**src/rtl/frc_pkg.sv**
```systemverilog
package frc_pkg;

    typedef enum logic [1:0] {
        ST_IDLE = 2'd0,
        ST_RUN  = 2'd1,
        ST_DONE = 2'd2
    } frc_state_e;

    // event / tracker slots
    localparam int EV_RISE  = 0;
    localparam int EV_FALL  = 1;
    localparam int EV_TRANS = 2;
    localparam int EV_PTR0  = 3;  // transitions with 0 prefixed
    localparam int EV_SAME1 = 4;  // non-transitions with 1 prefixed
    localparam int NUM_EV   = 5;

    // pair_sel codes
    localparam logic [2:0] MODE_RISE_FALL  = 3'd0;
    localparam logic [2:0] MODE_TRANS_RISE = 3'd1;
    localparam logic [2:0] MODE_TRANS_FALL = 3'd2;
    localparam logic [2:0] MODE_TRANS_PTR  = 3'd3;
    localparam logic [2:0] MODE_RISE_PTR   = 3'd4;
    localparam logic [2:0] MODE_ALTERNATE  = 3'd5;

endpackage

```
**src/rtl/frc_verdict.sv**
```systemverilog
module frc_verdict
    import frc_pkg::*;
#(
    parameter int W = 2
) (
    input  logic [NUM_EV-1:0][W-1:0] cnt,
    input  logic [2:0]               mode,
    input  logic                     got_bit,
    output logic                     ok
);
    localparam logic [W-1:0] ZERO = '0;
    localparam logic [W-1:0] ONE  = W'(1);

    logic rise_one;
    logic fall_zero;
    logic trans_one;
    logic ptr_one;
    logic same_zero;

    always_comb begin
        rise_one  = (cnt[EV_RISE]  == ONE);
        fall_zero = (cnt[EV_FALL]  == ZERO);
        trans_one = (cnt[EV_TRANS] == ONE);
        ptr_one   = (cnt[EV_PTR0]  == ONE);
        same_zero = (cnt[EV_SAME1] == ZERO);
        unique case (mode)
            MODE_RISE_FALL:  ok = rise_one  && fall_zero;
            MODE_TRANS_RISE: ok = trans_one && rise_one;
            MODE_TRANS_FALL: ok = trans_one && fall_zero;
            MODE_TRANS_PTR:  ok = trans_one && ptr_one;
            MODE_RISE_PTR:   ok = rise_one  && ptr_one;
            MODE_ALTERNATE:  ok = same_zero && got_bit;
            default:         ok = 1'b0;
        endcase
    end
endmodule

```
**config.mk**
```make
export PLATFORM = sky130hd
export DESIGN_NAME = frc_verdict
export DESIGN_NICKNAME = d
export VERILOG_FILES = /design/src/rtl/frc_pkg.sv /design/src/rtl/frc_verdict.sv
export SDC_FILE = /design/constraint.sdc
export NUM_CORES = 1
export LEC_CHECK = 0
export BUFFER_PORTS_ARGS = -buffer_cell sky130_fd_sc_hd__buf_2
export CORE_AREA = 3 3 40 42
export DETAILED_ROUTE_END_ITERATION = 6
export DIE_AREA = 0 0 43 45
export GPL_ROUTABILITY_DRIVEN = 0
export PLACE_DENSITY = 0.36
export SLEW_MARGIN = 20
export SYNTH_ARGS = -nofsm -noshare
export SYNTH_HDL_FRONTEND = slang
export SYNTH_SLANG_ARGS = --single-unit
```
**constraint.sdc**
```tcl
create_clock -name vclk -period 1.1
set_clock_uncertainty 0.05 [all_clocks]
set_input_delay 0.11 -clock vclk [all_inputs]
set_output_delay 0.11 -clock vclk [all_outputs]
set_load 0.05 [all_outputs]
```
# Word level (Yosys, flattened, before mapping)
# Index checks and enable logic that the tools add are counted.
[op_classes]
addsub = 0
mul = 0
div = 0
n_lt_le_gt_ge = 0
eq_ne = 8
shifts = 0
mux = 1
n_bitwise = 0
reduce_logical = 9
[ops]
columns = ["cell", "n"]
rows = [
  ["$eq A2 B1 Y1 const B", 3],
  ["$eq A3 B2 Y1 const B", 2],
  ["$eq A3 B3 Y1 const B", 2],
  ["$logic_and A1 B1 Y1", 6],
  ["$pmux W1 S6", 1],
  ["$logic_not A2 Y1", 2],
  ["$eq A3 B1 Y1 const B", 1],
  ["$logic_not A3 Y1", 1],
]
[word_totals]
register_bits = 0
latchBits = 0
mem_bits_rw = 0
mem_bits_ro = 0
word_cells = 18
mem_count = 0

# Depth between registers and ports, before layout
[logic_depth]
word_depth = 3
mapped_depth = 4

# Least setup slack after synthesis
# OpenSTA, ideal clock, no wires.
[synth_path]
path_kind = "input to output"
from = "in mode[2]"
to = "out ok"
arrival_time_ns = 0.838
path_slack_ns = 0.102
stages = 3
path_buffers = 0
path_cell_list = "nor3_1 a311o_1 and3_1"
[synth_via]
elab_chain_cells = 2
[synth_lines]
columns = ["item", "line_no", "rtl"]
rows = [
  ["start: declaration", "frc_verdict.sv:7", "input logic [2:0] mode,"],
  ["$eq A3 B3 Y1 (tied with other cells)", "frc_verdict.sv:26", "unique case (mode)"],
  ["$pmux W1 S6 (*)", "frc_verdict.sv:26", ""],
  ["end: declaration", "frc_verdict.sv:9", "output logic ok"],
]
# Every way passes the cells marked *; elsewhere a longest branch is shown, timed or not.

# Final worst setup path
[layout_path]
from = "in mode[0]"
to = "out ok"
# The elaborated chain is that of the path after synthesis.

==> summary.md <==
| Metric | Value |
|---|---|
| Remaining Overflow, GRT | `0` |
| Switching part of the total power | `47.2%` |
| Final setup viols | `0` |
| Num rows | `13` |
| Final Max Tran Viols | `0` |
| Worst hold path class | `input pin to output pin` |
| Actual slew at the worst max-slew pin | `0.172 ns` |
| FMAX | `972 MHz` |
| Area Overhead vs Synth | `152%` |
| Postcts setup bufs | `0` |
| Post-DR wirelength/cell | `8.40 microns` |
| Synth cell types | `10` |
| Seq pwr share | `0%` |
| Hold depth | `4` |
| Pre-Repair DR Iteration Count | `1` |
| Number of DRC markers in iteration 0 | `0` |
| Detailed Route WL | `361 microns` |
| Net Sw Power | `0.0000311 W` |
| Crit path time final | `1.03 ns` |
| Yosys Warn Count | `0` |
| Hold Buf Count CTS | `0` |
| Core box area | `1280 sq um` |
| Die Ht | `45 microns` |
| Tcrit/Tclk final | `93.5%` |
| Mapped Area | `75.1 sq um` |
| Status | `finished clean` |
| Internal cell power | `0.0000348 W` |
| Die area | `1940 sq um` |
| CP Data Required Time | `0.94 ns` |
| Worst Setup End Kind | `output pin` |
| RSZ-0062 raised after global routing | `no` |
| Max FO, Critical Path | `4` |
| Ranking of synthesized cells by area | `a311o_1 (13%), a221oi_1 (12%), nand4b_1 (12%)` |
| Synthesized instance count | `13` |
| Hold EP | `ok` |
| Worst Path Class, Setup | `input pin to output pin` |
| First-pass GRT wire length | `531 microns` |
| Reg area | `0 sq um` |
| Largest net degree at the start of global routing | `6` |
| Clock power share | `0%` |
| Drt drc | `0` |
| CP cell instances | `buf_2 > a221oi_2 > a31oi_1 > and3_1 > buf_6` |
| Layout cells sized above 1 | `60.7%` |
| Inserted Diodes | `0` |
| Sequential fraction of the synthesis area | `0%` |
| Slowest cell delay on critical path | `0.25 ns` |
| GR Util All Layers | `3.40%` |
| Die Wd | `43 microns` |
| Yosys top cell by area | `a311o_1` |
| Hold Startpoint | `mode[1]` |
| Worst vdd ir | `0.0000390 V` |
| Leak | `0.0967 nW` |
| # clk buffers | `0` |
| Startpoint types | `input pin` |
| Synth top area share | `13.3%` |
| Post-Syn Nets | `27` |
| Placed Cells incl. Taps | `43` |
| Ports | `15` |
| Vias/cell | `3.47` |
| Sequential cells | `0` |
| ANT nets after route | `0` |
| Crit path arrival time | `0.87 ns` |
| Vias in the first global route | `132` |
| Mean post-synth cell area | `5.77 sq um` |
| Max-Cap Viols | `0` |
| Fin cells | `43` |
| Final hold vios | `0` |
| Combinational power share | `100.0%` |
| Port Buffers | `15` |
| Initial antenna violation count | `0` |
| Starting density of the core | `5.84%` |
| Fin util | `14.7%` |
| PD cells | `349 nW/um^2` |
| Final #Nets | `44` |
| Critical-path top delay cell | `a221oi_2` |
| Vias post-DR | `149` |
| Rel. slew slack | `88.5%` |
repair_timing:
action,CTS,global route
setup endpoints to repair,1,1
gates resized for setup,1,4
pin swaps,0,1
power by group through the flow:
| stage | combinational [W] | clock [W] | sequential (W) |
|---|---|---|---|
| after floorplan | 0.0000245 | 0 | 0 |
| after global placement | 0.0000579 | 0 | 0 |
| after detailed placement | 0.0000578 | 0 | 0 |
| after CTS | 0.0000596 | 0 | 0 |
| after global routing | 0.0000738 | 0 | 0 |
| final | 0.0000659 | 0 | 0 |
cell usage in the layout (no fill, tap or decap), drive strengths merged:
cell type  count
a221oi         1
a311o          1
a31oi          1
and3           1
buf           15
inv            2
nand2          2
nand4b         1
nor2           2
nor3           1
o211ai         1
cell usage after synthesis:
library cell / number
a31oi_1: 1
and3_1: 1
a221oi_1: 1
nand4b_1: 1
nand2_1: 2
nor2_1: 2
nor3_1: 1
o211ai_1: 1
inv_1: 2
a311o_1: 1
metrics by stage:
step	hold slack [ns]	TNS, ns	instance area [sq um]	total power (W)	worst slack [ns]
final	0.675	0	189	0.0000659	0.0710
after global routing	0.710	0	189	0.0000738	0.00212
after CTS	0.699	0	171	0.0000596	0.00792
after detailed placement	0.716	-0.0101	169	0.0000578	-0.0101
after global placement	0.716	-0.0120	169	0.0000579	-0.0120
after floorplan	0.547	0	75.1	0.0000245	0.102
final cells by class:
| type | count | area, sq um |
|---|---|---|
| Fill cell | 155 | 1100 |
| Multi-Input combinational cell | 11 | 78.8 |
| Tap cell | 15 | 18.8 |
| Timing Repair Buffer | 15 | 83.8 |
| Inverter | 2 | 7.51 |
cells by family (layout without fill, tap and decap cells):
family | count (synthesis) | after routing | share of synthesized area (%)
buf+inv | 2 | 17 | 10.0
compound gates | 4 | 4 | 43.3
simple gates | 7 | 7 | 46.7
worst max-delay path by stage:
stage | end | cells past startpoint | slack (ns) | startpoint
6_report | ok | 5 | 0.07 | mode[0]
5_1_grt | ok | 6 | 0.002 | cnt[9]
4_1_cts | ok | 5 | 0.008 | mode[2]
3_5_place_dp | ok | 5 | -0.01 | mode[2]
3_3_place_gp | ok | 5 | -0.01 | mode[2]
2_1_floorplan | ok | 3 | 0.10 | mode[2]
layer usage:
metal / global-route usage [%] / part of all wire, % / vias up
met5: 0 / 0 / -
met4: 0 / 0 / 0
met3: 1.20 / 20 / 0
met2: 6.59 / 41 / 10
met1: 3.81 / 38 / 58
li1: - / - / 81
worst max-delay path: cells and delay by family:
| kind | cells | cell delay, ns |
|---|---|---|
| AOI/OAI and AO/OA | 2 | 0.30 |
| buffers and inverters | 2 | 0.28 |
| and+or+nand+nor | 1 | 0.18 |
No activity file was read; power rests on OpenSTA's default activity.
